`src/rtl/amr_pkg.sv`:
```
package amr_pkg;
    typedef enum logic [2:0] {
        ST_IDLE,
        ST_REQUEST,
        ST_WAIT_CYCLE_END,
        ST_ACK,
        ST_OWN,
        ST_RELEASE
    } amr_state_t;
endpackage

```
`src/rtl/amr_sync.sv`:
```
module amr_sync #(
    parameter int WIDTH  = 3,
    parameter int STAGES = 2
) (
    input  logic             clk,
    input  logic             rst_n,
    input  logic [WIDTH-1:0] async_in,
    output logic [WIDTH-1:0] sync_out
);
    // all synchronized lines are active-low, so reset to the idle value 1
    logic [STAGES-1:0][WIDTH-1:0] chain;

    always_ff @(posedge clk or negedge rst_n) begin
        if (!rst_n) begin
            chain <= '1;
        end else begin
            chain[0] <= async_in;
            for (int s = 1; s < STAGES; s++) begin
                chain[s] <= chain[s-1];
            end
        end
    end

    assign sync_out = chain[STAGES-1];
endmodule

```
`src/rtl/amr_fsm.sv`:
```
module amr_fsm
    import amr_pkg::*;
#(
    parameter int REL_GAP = 2
) (
    input  logic clk,
    input  logic rst_n,
    input  logic need_bus,
    input  logic xfer_done,
    input  logic grant_seen,
    input  logic strobe_idle,
    input  logic ack_idle,
    output logic bus_req_n,
    output logic grant_ack_n,
    output logic own_start
);
    localparam int CW = (REL_GAP < 2) ? 1 : $clog2(REL_GAP + 1);
    localparam logic [CW-1:0] GAP_LAST = CW'(REL_GAP - 1);

    amr_state_t state, state_nx;
    logic [CW-1:0] gap_cnt;

    // state register and rest counter
    always_ff @(posedge clk or negedge rst_n) begin
        if (!rst_n) begin
            state   <= ST_IDLE;
            gap_cnt <= '0;
        end else begin
            state   <= state_nx;
            gap_cnt <= (state == ST_RELEASE) ? gap_cnt + 1'b1 : '0;
        end
    end

    always_comb begin
        state_nx = state;
        unique case (state)
            ST_IDLE:           if (need_bus) state_nx = ST_REQUEST;
            ST_REQUEST:        if (grant_seen) state_nx = ST_WAIT_CYCLE_END;
            ST_WAIT_CYCLE_END: begin
                if (!grant_seen)                  state_nx = ST_REQUEST;
                else if (strobe_idle && ack_idle) state_nx = ST_ACK;
            end
            ST_ACK:            state_nx = ST_OWN;
            ST_OWN:            if (xfer_done) state_nx = ST_RELEASE;
            ST_RELEASE:        if (gap_cnt == GAP_LAST) state_nx = ST_IDLE;
            default:           state_nx = ST_IDLE;
        endcase
    end

    // registered outputs, decoded from the next state
    always_ff @(posedge clk or negedge rst_n) begin
        if (!rst_n) begin
            bus_req_n   <= 1'b1;
            grant_ack_n <= 1'b1;
            own_start   <= 1'b0;
        end else begin
            bus_req_n   <= !(state_nx == ST_REQUEST || state_nx == ST_WAIT_CYCLE_END
                             || state_nx == ST_ACK);
            grant_ack_n <= !(state_nx == ST_ACK || state_nx == ST_OWN);
            own_start   <= (state == ST_ACK) && (state_nx == ST_OWN);
        end
    end
endmodule

```
`src/rtl/alt_master_requester.sv`:
```
module alt_master_requester #(
    parameter int SYNC_STAGES = 2,
    parameter int REL_GAP     = 2
) (
    input  logic clk,
    input  logic rst_n,
    input  logic need_bus,
    input  logic xfer_done,
    input  logic bus_grant_n,
    input  logic addr_strobe_n,
    input  logic data_ack_n,
    output logic bus_req_n,
    output logic grant_ack_n,
    output logic own_start
);
    localparam int NSYNC = 3;

    logic grant_n_s, strobe_n_s, dack_n_s;

    amr_sync #(.WIDTH(NSYNC), .STAGES(SYNC_STAGES)) u_sync (
        .clk      (clk),
        .rst_n    (rst_n),
        .async_in ({bus_grant_n, addr_strobe_n, data_ack_n}),
        .sync_out ({grant_n_s, strobe_n_s, dack_n_s})
    );

    amr_fsm #(.REL_GAP(REL_GAP)) u_fsm (
        .clk         (clk),
        .rst_n       (rst_n),
        .need_bus    (need_bus),
        .xfer_done   (xfer_done),
        .grant_seen  (!grant_n_s),
        .strobe_idle (strobe_n_s),
        .ack_idle    (dack_n_s),
        .bus_req_n   (bus_req_n),
        .grant_ack_n (grant_ack_n),
        .own_start   (own_start)
    );
endmodule

```
`config.mk`:
```
export PLATFORM = sky130hd
export DESIGN_NAME = alt_master_requester
export DESIGN_NICKNAME = d
export VERILOG_FILES = /design/src/rtl/amr_pkg.sv /design/src/rtl/amr_sync.sv /design/src/rtl/amr_fsm.sv /design/src/rtl/alt_master_requester.sv
export SDC_FILE = /design/constraint.sdc
export NUM_CORES = 1
export LEC_CHECK = 0
export ABC_CLOCK_PERIOD_IN_PS = 1700
export BUFFER_PORTS_ARGS = -buffer_cell sky130_fd_sc_hd__buf_2
export CORE_MARGIN = 1
export CORE_UTILIZATION = 25
export DETAILED_ROUTE_END_ITERATION = 16
export HOLD_SLACK_MARGIN = 0.12
export SETUP_SLACK_MARGIN = 0.02
export SYNTH_ARGS = -nofsm -noshare
export SYNTH_HDL_FRONTEND = slang
export SYNTH_SLANG_ARGS = --single-unit
```
`constraint.sdc`:
```
create_clock -name clk -period 1.7 [get_ports clk]
set_input_delay 0.085 -clock clk [delete_from_list [all_inputs] [get_ports clk]]
set_output_delay 0.085 -clock clk [all_outputs]
set_load 0.005 [all_outputs]
```
Yosys cells after proc, flatten, opt, wreduce, memory -nomap -nowiden
Cells that the tools add are included.
{"block": "totals", "output_inout_bits": 3, "word_cells": 34, "register_bits": 14, "in_bits": 7}
{"block": "op_classes", "add_sub_neg": 1, "n_mux": 8, "n_eq_ne": 10, "reduce_logical": 8}
{"op": "two-way mux 3 bit", "n": 6}
{"op": "one-hot mux 3 bit (6 select lines)", "n": 1}
{"op": "equality test 3 x 2 -> 1 bit (second input constant)", "n": 4}
{"op": "equality test 3 bit (second input constant)", "n": 3}
{"op": "equality test 3 x 1 -> 1 bit (second input constant)", "n": 2}
{"op": "zero test 3 bit", "n": 1}
{"op": "logical OR 1 bit", "n": 3}
{"op": "adder 2 x 1 -> 2 bit (second input constant)", "n": 1}
{"op": "equality test 2 x 1 -> 1 bit (second input constant)", "n": 1}
{"op": "logical AND 1 bit", "n": 2}
{"op": "zero test 1 bit", "n": 2}
{"op": "two-way mux 2 bit", "n": 1}

Longest topological paths before layout
Gate-level depths: netlist (run 1).
{"block": "logic_depth", "word_depth": 8, "ltp_mapped": 5, "ltp_nobuf": 5}

Cells and area by module
Synthesis (run 1) repeated with hierarchy kept, for this count alone.
{"block": "unflattened", "cells_unflattened": 38, "hier_area_um2": 515.5}
{"module": "amr_fsm", "seq_area_each_um2": 202.7, "instances": 1, "cells_each": 28, "area_each_um2": 331.6}
{"module": "amr_sync", "seq_area_each_um2": 157.7, "instances": 1, "cells_each": 9, "area_each_um2": 180.2}
{"module": "alt_master_requester", "seq_area_each_um2": 0.0, "instances": 1, "cells_each": 1, "area_each_um2": 3.8}

Worst setup path after synthesis (run 1)
No wires, ideal clock.
{"block": "synth_path", "path_type": "register -> register", "from": "register u_fsm.state[2]", "to": "register u_fsm.grant_ack_n", "path_stages_with_launch": 4, "n_path_buf": 0, "setup_time_ns": 0.083, "slack_ns": 0.462, "arrival_time_ns": 1.155, "cell_sequence": "dfrtp_1 nand2b_1 o32a_1 o32a_1"}
{"block": "synth_via", "elab_chain_cells": 6, "elab_cells_between_ends": 17, "classes_between": "eq/ne (7); mux (7); reduce/logical (3)"}
{"item": "start, declared", "line_no": "amr_fsm.sv:20", "source": "amr_state_t state, state_nx;"}
{"item": "start signal, assigned", "line_no": "amr_fsm.sv:29", "source": "state <= state_nx;"}
{"item": "two-way mux 3 bit", "line_no": "amr_fsm.sv:41", "source": "else if (strobe_idle && ack_idle) state_nx = ST_ACK;"}
{"item": "two-way mux 3 bit", "line_no": "amr_fsm.sv:40", "source": "if (!grant_seen) state_nx = ST_REQUEST;"}
{"item": "one-hot mux 3 bit (6 select lines) (*)", "line_no": "amr_fsm.sv:36", "source": "unique case (state)"}
{"item": "equality test 3 x 2 -> 1 bit / equality test 3 bit (equally long branches)", "line_no": "amr_fsm.sv:59", "source": "grant_ack_n <= !(state_nx == ST_ACK || state_nx == ST_OWN);"}
{"item": "logical OR 1 bit (*)", "line_no": "amr_fsm.sv:59"}
{"item": "zero test 1 bit (*)", "line_no": "amr_fsm.sv:59"}
{"item": "end signal, assigned", "line_no": "amr_fsm.sv:59"}
{"item": "end, declared", "line_no": "amr_fsm.sv:14", "source": "output logic grant_ack_n,"}
Mark *: on every way between the ends. The rest lies on a longest branch, timed or not.

Worst setup path in the final report (run 1)
{"block": "layout_path", "from": "register u_fsm.state[2]", "to": "register u_fsm.grant_ack_n"}
{"block": "layout_via", "elab_cells_between_ends": 17, "classes_between": "eq/ne (7); mux (7); reduce/logical (3)"}
{"item": "equality test 3 bit (tied with other cells)", "line_no": "amr_fsm.sv:36"}
{"item": "one-hot mux 3 bit (6 select lines) (*)", "line_no": "amr_fsm.sv:36"}
{"item": "net u_fsm.state_nx[0]", "line_no": "amr_fsm.sv:20"}
{"item": "equality test 3 x 2 -> 1 bit / equality test 3 bit (equally long branches)", "line_no": "amr_fsm.sv:59"}
{"item": "logical OR 1 bit (*)", "line_no": "amr_fsm.sv:59"}
{"item": "zero test 1 bit (*)", "line_no": "amr_fsm.sv:59"}
The timed path passes the listed nets; every way through them passes the cells marked *.

==> impl_metrics.toml, run 1 <==
[run_status]
run_status = "finished, final reports clean"

[finish]
n_fill_cell = 190
area_delta_synth_final_pct = 28.4
seqCellArea_um2 = 360
fin_cells = 79
final_core_util_pct = 35.8
final_nets = 63
multi_input_area_um2 = 128
n_antenna_cell = 0
layout-drive-gt1-share_pct = 42.6

[worst_setup_path]
worstPathRequired_ns = 1.93
cpLargestDelayFamily = "compound AO/OA/AOI/OAI gates"
crit_buf_inv = 0
worstPathArrival_ns = 1.54
startpoint_type = "flip-flop"
end_kind = "flip-flop"
crit_path_max_incr_delay_ns = 0.43
cp_common_cell = "o32a_1"
critical_path.reg2reg.startpoint = "u_fsm.state[2]"
critPathKind = "reg2reg"
cp_max_fo = 6
worst_path_max_delay_cell = "dfrtp_1"
regToRegSetupSlack_ns = 0.39
path_cells = "nand2b_1 > o32a_1 > o21ai_1 > o32a_1"
worstSetupStartpoint = "u_fsm.state[2]"

[placed_design]
hpwl_um = 545
dp_cells = 71
gp_congestion = 0.766
portBuffers = 9

[logic_synthesis]
yosysMostFrequentCell = "dfstp_2"
synth_top_area_cell = "dfstp_2"
synthAdderAreaFrac_pct = 2.49
synth_compound_area_share_pct = 9.20
synth.top_cell.area_share_pct = 41.8
async_reset_ff_share_pct = 100
synthFlopType = "dfstp_2"
ys_top_cells_by_area = "dfstp_2 42%, dfrtp_1 30%, o32a_1 4.0%"
synthMuxAreaShare_pct = 2.24
yosysWarnings = 0
synth_nets = 45
synth_seq_area_share_pct = 71.6
synth.cell_area_um2 = 503
synth_seq_cells = 14
syn_inst = 37
synth_area_per_cell_um2 = 13.6
synth_top_family_by_area = "simple AND/OR/NAND/NOR gates"
synth-edff-count = 0
synth-simple-area-share_pct = 9.70
synth_xor_area_share_pct = 1.74
synth_cell_type_count = 17
yosys-top-cells-count = "8 x dfstp_2, 6 x dfrtp_1, 4 x inv_1, 4 x nor2_1"

[grt]
antenna_found_initial = 0
grt_pass1_vias = 306
grt_usage_pct = 9.24
grt_use_met1_pct = 11.2
use_met2_pct = 13.3
use_met3_pct = 5.77
grt_max_degree = 15
overflow = 0
grt_pass1_wl_um = 1340
grt-busiest-layer = "met2"

[floorplan]
core_area_mm2 = 0.00180
die_w_um = 46.9
initial_core_util_pct = 27.9
row_count = 15
fp.dieArea_mm2 = 0.00220
die_h_um = 46.9
io_pins = 10

[sta]
min_period_over_period_pct = 77.1
setup_viol = 0
fin_setup_tns_ns = 0
hold_viol = 0
period_minus_slack_ns = 1.31
whs_ns = 0.212
fmax_mhz = 763
rsz0062_at_grt = "no"
maxSlewHeadroom_pct = 79.8
drv_slew = 0
tightest_slew_ns = 0.303
fin_worst_skew_ns = 0.00969

[clocking]
hold_buffers = 4
cts_setup_buffers = 0
clock_sinks = 14
insertion_delay_ns = 0.28
cts_tree = "done"
cts_resized = 0
numCtsBuffers = 3
clkTransAtPathRegs_ns = 0.08
cts_root_buffer = "clkbuf_4"
cts.path.max_buffers = 2
cts_max_level = 1

[drt]
postRouteWirelength_um = 754
wl_per_cell_um = 9.54
dr_total_vias = 321
antenna_left = 0
vias_per_cell = 4.06
drtPass1Iterations = 4
drt-initial-drc-count = 5
drc_errors = 0

[job]
maxCapViolCount = 0

[power]
power_mw = 0.920
p_leak_nw = 0.288
ir_drop_mv = 0.528
pwr_density_cell_mw_per_mm2 = 1420

[hold_path]
hp-class = "in2async"
==> layout make-up <==
| class | instances | area share (%) |
|---|---|---|
| repair buffers | 13 | 13.2 |
| inverters | 4 | 2.33 |
| multi-input cells | 19 | 19.8 |
| flip-flops and latches | 14 | 55.8 |
| clock buffers | 4 | 4.07 |
| well taps | 25 | 4.84 |
==> metrics by stage <==
stage	area (µm²)	setup slack (ns)
5_1_grt	646	0.304
2_1_floorplan	503	0.462
4_1_cts	646	0.387
6_report	646	0.390
3_5_place_dp	579	0.399
3_3_place_gp	579	0.429
==> worst reg2reg max path, delay by kind of cell, from the launching register on <==
| family | cells | cell delay [ns] |
|---|---|---|
| flops | 1 | 0.43 |
| compound gates | 3 | 0.65 |
| simple gates | 1 | 0.18 |
==> cell families (layout without fill, tap and decap cells) <==
| logic type | after synthesis | after routing |
|---|---|---|
| xor gates and xnor gates | 1 | 1 |
| AOI/OAI and AO/OA | 7 | 7 |
| adders and majority gates | 1 | 1 |
| and+or+nand+nor | 9 | 9 |
| muxes | 1 | 1 |
| buffers and inverters | 4 | 21 |
| DFF | 14 | 14 |
==> final timing paths <==
| kind | to | cells past startpoint |
|---|---|---|
| min in group clk | u_fsm.state[0] | 4 |
| worst min-delay path | u_fsm.state[1] | 2 |
| worst max register to register | u_fsm.grant_ack_n | 4 |
| worst max-delay path | u_fsm.grant_ack_n | 4 |
| max in group asynchronous | u_sync.sync_out[0] | 2 |
| worst min register to register | u_sync.sync_out[1] | 0 |
==> report_power, final <==
group	switching, mW	internal [mW]	total, mW	leakage [nW]
registers	0.0584	0.425	0.484	0.164
logic	0.120	0.123	0.243	0.109
clock network	0.102	0.0910	0.193	0.0150
==> cells in the final DEF (no fill, tap or decap) <==
master         instances
o21ai_1                1
or2_2                  1
dfstp_2                8
a21oi_1                2
xnor2_1                1
o32a_1                 2
clkbuf_4               3
buf_2                  9
ha_1                   1
nor2_1                 4
and3b_2                1
clkbuf_1               1
dlygate4sd3_1          4
nand3b_1               1
mux2_2                 1
dfrtp_1                6
a31oi_1                1
o21ai_0                1
inv_1                  4
nand2b_1               1
nand2_1                1
==> state kept, by name, summed over array words and instances (netlist names) <==
| signal | count |
|---|---|
| u_fsm.bus_req_n | 1 |
| u_fsm.state | 3 |
| u_fsm.gap_cnt | 2 |
| u_fsm.grant_ack_n | 1 |
| u_fsm.own_start | 1 |
| u_sync.sync_out | 3 |
| u_sync.chain | 3 |
==> routing by layer <==
layer / part of all wire (%) / up-vias
li1: - / 159
met1: 50 / 147
met2: 41 / 15
met3: 8.9 / 0
met4: 0 / 0
met5: 0 / -
Power figures use the tool's default switching activity.
==> run 2, diff against run 1 <==
Settings changed: ABC_CLOCK_PERIOD_IN_PS 1700 to 1400.
Clock period 1.7 ns to 1.4 ns, I/O delays scaled along.
==> run 2 against run 1 <==
Net effect:
- die area unchanged
- sequential cell count unchanged
- via count up 1.9%
- critical path depth down 1
- non-clock buffer count up 1
- sequential share of layout area down 1.8 points
- clock skew down 0.00097 ns
- register-to-register slack worse by 0.34 ns
- core utilization up 1.2 points
- maximum frequency down 2.8%
- clock-buffer cell count unchanged
- sequential power up 22%
- critical path type unchanged
- critical endpoint unchanged
==> impl_metrics.toml, run 2 (synthesis gave the netlist of run 1 again) <==
[run_status]
run_status = "finished, final reports clean"

[worst_setup_path]
worstPathArrival_ns = 1.56
cpLargestDelayFamily = "compound AO/OA/AOI/OAI gates"
crit_buf_inv = 0
crit_path_max_incr_delay_ns = 0.43
cp_common_cell = "o32a_1"
end_kind = "flip-flop"
startpoint_type = "flip-flop"
worst_path_max_delay_cell = "dfrtp_1"
cp_max_fo = 5
worstPathRequired_ns = 1.61
path_cells = "nand2b_1 > o32a_1 > o32a_1"
critPathKind = "reg2reg"

[floorplan]
row_count = 15
die_h_um = 46.9
initial_core_util_pct = 27.9
fp.dieArea_mm2 = 0.00220
core_area_mm2 = 0.00180
io_pins = 10
die_w_um = 46.9

[sta]
fin_setup_tns_ns = 0
rsz0062_at_grt = "no"
setup_viol = 0
fin_worst_skew_ns = 0.00871
min_period_over_period_pct = 96.2
whs_ns = 0.199
period_minus_slack_ns = 1.35
tightest_slew_ns = 0.305
drv_slew = 0
hold_viol = 0
setup_slack_ns = 0.0526
fmax_mhz = 742
maxSlewHeadroom_pct = 79.7

[finish]
fin_area_um2 = 667
n_antenna_cell = 0
layout-drive-gt1-share_pct = 47.3
n_fill_cell = 190
final_cell_mix = "9 x buf_2, 8 x dfstp_2, 6 x dfrtp_1"
final_nets = 64
seqCellArea_um2 = 360
area_delta_synth_final_pct = 32.6
multi_input_area_um2 = 131
final_common_cell = "buf_2"

[grt]
overflow = 0
grt_pass1_wl_um = 1220
grt_max_degree = 15
grt_pass1_vias = 299
antenna_found_initial = 0
grt_usage_pct = 8.73

[placed_design]
hpwl_um = 521
placedInstanceArea_um2 = 579
dpl_worst_slack_ns = 0.0898
portBuffers = 9
gp_congestion = 0.764

[clocking]
cts_root_buffer = "clkbuf_4"
clock_sinks = 14
insertion_delay_ns = 0.28
cts_max_level = 1
numCtsBuffers = 3
clkTransAtPathRegs_ns = 0.08
cts_tree = "done"
cts.path.max_buffers = 2

[drt]
dr_total_vias = 327
drt-initial-drc-count = 6
wl_per_cell_um = 10.1
antenna_left = 0
vias_per_cell = 4.09
postRouteWirelength_um = 804
drtPass1Iterations = 3
drc_errors = 0

[power]
p_leak_nw = 0.300
power_mw = 1.20
ir_drop_mv = 0.865
pwr_density_cell_mw_per_mm2 = 1800

[job]
maxCapViolCount = 0

[hold_path]
hp-class = "in2async"
-- run 2: path summary, 6_finish.rpt --
check / from / to / slack, ns / cells past startpoint
worst max-delay path: u_fsm.state[2] / u_fsm.grant_ack_n / 0.05 / 3
worst min-delay path: rst_n / u_fsm.gap_cnt[0] / 0.20 / 2
worst max register to register: u_fsm.state[2] / u_fsm.grant_ack_n / 0.05 / 3
worst min register to register: u_sync.chain[0] / u_sync.sync_out[0] / 0.36 / 0
max in group asynchronous: rst_n / u_sync.sync_out[1] / 0.91 / 2
min in group clk: need_bus / u_fsm.state[0] / 0.24 / 4
-- run 2: where the power goes --
| group | switching (mW) | internal [mW] | leakage (nW) | total, mW |
|---|---|---|---|---|
| Clock | 0.125 | 0.158 | 0.0210 | 0.283 |
| Sequential | 0.0733 | 0.516 | 0.164 | 0.590 |
| Combinational | 0.158 | 0.168 | 0.115 | 0.327 |
| Total | 0.356 | 0.843 | 0.300 | 1.20 |
-- run 2: what timing repair did --
item                                   in CTS  in global routing
setup endpoints to repair                   0                  2
buffers inserted                            0                  1
gates resized for setup                     0                  1
hold buffers                                4                  0
endpoints found under the hold margin      17                  0
-- run 2: layer usage --
layer / vias up / share of wire (%) / global-route usage, %
met3: 2 / 6.6 / 5.77
met1: 153 / 46 / 9.69
met5: - / 0 / 0
met2: 12 / 47 / 13.3
li1: 160 / - / -
met4: 0 / 0.62 / 3.43
-- run 2: worst register-to-register path, stage by stage (launching register included) --
cell and delay [ns]:
dfrtp_1 0.43, nand2b_1 0.18, o32a_1 0.37, o32a_1 0.30
-- run 2: metrics by stage --
stage,utilization (%),std cells
after global placement,32.2,71
after detailed placement,32.2,71
after CTS,36.4,79
final,37.0,80
after floorplan,-,37
after global routing,37.0,80
-- run 2: layout make-up --
cell class | count | share of cell area, %
Clock buffer | 4 | 5.44
Tap cell | 25 | 4.69
Sequential cell | 14 | 54.0
Inverter | 4 | 2.25
Multi-Input combinational cell | 19 | 19.7
Timing Repair Buffer | 14 | 13.9
==> run 3, diff against run 2 <==
--- a/config.mk
+++ b/config.mk
@@ -8,7 +8,7 @@
 export ABC_CLOCK_PERIOD_IN_PS = 1400
 export BUFFER_PORTS_ARGS = -buffer_cell sky130_fd_sc_hd__buf_2
-export CORE_MARGIN = 1
-export CORE_UTILIZATION = 25
+export CORE_AREA = 2 2 39 41
 export DETAILED_ROUTE_END_ITERATION = 16
+export DIE_AREA = 0 0 41 43
 export HOLD_SLACK_MARGIN = 0.12
 export SETUP_SLACK_MARGIN = 0.02
==> constraint.sdc (replaced) <==
create_clock -name clk -period 1.4 [get_ports clk]
set_input_delay 0 -clock clk [delete_from_list [all_inputs] [get_ports clk]]
set_output_delay 0 -clock clk [all_outputs]
set_load 0.005 [all_outputs]
==> run 3 against run 2 <==
Net effect:
- register-to-register slack better by 0.02 ns
- sequential share of layout area grew 0.93 points
- non-clock buffer count is the same
- largest power group unchanged
- clock skew fell by 0.0079 ns
- final cell count fell by 11%
- worst setup slack gained 0.016 ns
- die area shrank 20%
- critical path depth unchanged
- core utilization rose by 10 points
- routed wire length decreased by 1.6%
- sequential cell count unchanged
- final area down 1.7%
==> impl_metrics.toml, run 3 (synthesis gave the netlist of run 1 again) <==
[drt]
drtPass1Iterations = 1
vias_per_cell = 4.59
dr_total_vias = 326
drc_errors = 0
drt-initial-drc-count = 0
dr.max_layer_used = "met4"
wl_per_cell_um = 11.1
wl_met1_um = 392
wl_met2_um = 316
met3WireLength_um = 53
antenna_left = 0
postRouteWirelength_um = 791

[sta]
hold_viol = 0
maxSlewHeadroom_pct = 80.5
tightest_slew_ns = 0.293
fin_setup_tns_ns = 0
setup_viol = 0
period_minus_slack_ns = 1.33
setup_slack_ns = 0.0686
min_period_over_period_pct = 95.1
whs_ns = 0.137
drv_slew = 0
fin_worst_skew_ns = 0.000848
rsz0062_at_grt = "no"
fmax_mhz = 751

[clocking]
cts_root_buffer = "clkbuf_4"
numCtsBuffers = 3
cts.path.max_buffers = 2
cts_tree = "done"
insertion_delay_ns = 0.28
clock_sinks = 14
cts_max_level = 1
clkTransAtPathRegs_ns = 0.08

[placed_design]
portBuffers = 9
dp_cells = 62
placedInstanceArea_um2 = 568
dpl_worst_slack_ns = 0.0856
hpwl_um = 542
gp_congestion = 0.722

[finish]
fin_cells = 71
final_core_util_pct = 47.4
final_nets = 64
fin_area_um2 = 656
final_common_cell = "buf_2"
area_delta_synth_final_pct = 30.3
layout-drive-gt1-share_pct = 47.3
final_cell_mix = "9 x buf_2, 8 x dfstp_2, 6 x dfrtp_1"
n_antenna_cell = 0

[worst_setup_path]
critPathKind = "reg2reg"
path_cells = "nand2b_1 > o32a_1 > o32a_1"
cp_common_cell = "o32a_1"
cp_max_fo = 5
crit_path_max_incr_delay_ns = 0.43
end_kind = "flip-flop"
worstPathRequired_ns = 1.61
startpoint_type = "flip-flop"
worstPathArrival_ns = 1.54
worst_path_max_delay_cell = "dfrtp_1"

[power]
power_mw = 1.20
pwr_density_cell_mw_per_mm2 = 1830
p_leak_nw = 0.300
ir_drop_mv = 0.678

[floorplan]
io_pins = 10
die_h_um = 43
row_count = 14
core_area_mm2 = 0.00138
initial_core_util_pct = 36.3
die_w_um = 41
fp.dieArea_mm2 = 0.00176

[run_status]
run_status = "finished, final reports clean"

[grt]
overflow = 0
grt_max_degree = 15
antenna_found_initial = 0
grt_usage_pct = 11.2
grt_pass1_vias = 300
grt_pass1_wl_um = 1250

[hold_path]
hp-class = "in2async"

[job]
maxCapViolCount = 0
==> run 3: cell counts in the layout (fill, tap and decap cells not counted) <==
No cell type changed its count.
==> run 3: power by group <==
group | switching (mW) | internal, mW | total, mW
logic | 0.155 | 0.168 | 0.323
clock network | 0.125 | 0.158 | 0.283
registers | 0.0759 | 0.516 | 0.592
total | 0.356 | 0.843 | 1.20
==> run 3: layout make-up <==
cell class	instances	area, µm²
inverter	4	15.0
multi-input combinational	19	131
sequential	14	360
fill	124	728
timing repair buffer	14	92.6
clock buffer	4	36.3
tap	16	20.0
==> run 3: critical path, delay by kind of cell (launching register included) <==
kind             cells  cell delay, ns
AO/OA/AOI/OAI        2            0.66
flip-flops           1            0.43
AND/OR/NAND/NOR      1            0.17
==> run 3: repair_timing <==
| item | in CTS | in global routing |
|---|---|---|
| hold endpoints to repair | 17 | 0 |
| endpoints found under the setup margin | 0 | 1 |
| gates resized for setup | 0 | 1 |
| hold buffers | 4 | 0 |
| setup buffers | 0 | 1 |
==> run 3: per-layer routing <==
metal	vias to the layer above	track usage (%)
met5	-	0
met4	0	10.0
met3	4	4.71
met2	11	13.1
met1	148	15.0
li1	163	-
==> run 3: worst paths after layout <==
check                           startpoint                 end  slack, ns  cells after the start
max                         u_fsm.state[2]   u_fsm.grant_ack_n       0.07                      3
min                                  rst_n     u_fsm.own_start       0.14                      2
max reg2reg                 u_fsm.state[2]   u_fsm.grant_ack_n       0.07                      3
min reg2reg                u_sync.chain[1]  u_sync.sync_out[1]       0.36                      0
max in group asynchronous            rst_n     u_sync.chain[0]       0.99                      2
min in group clk                  need_bus      u_fsm.state[0]       0.18                      4
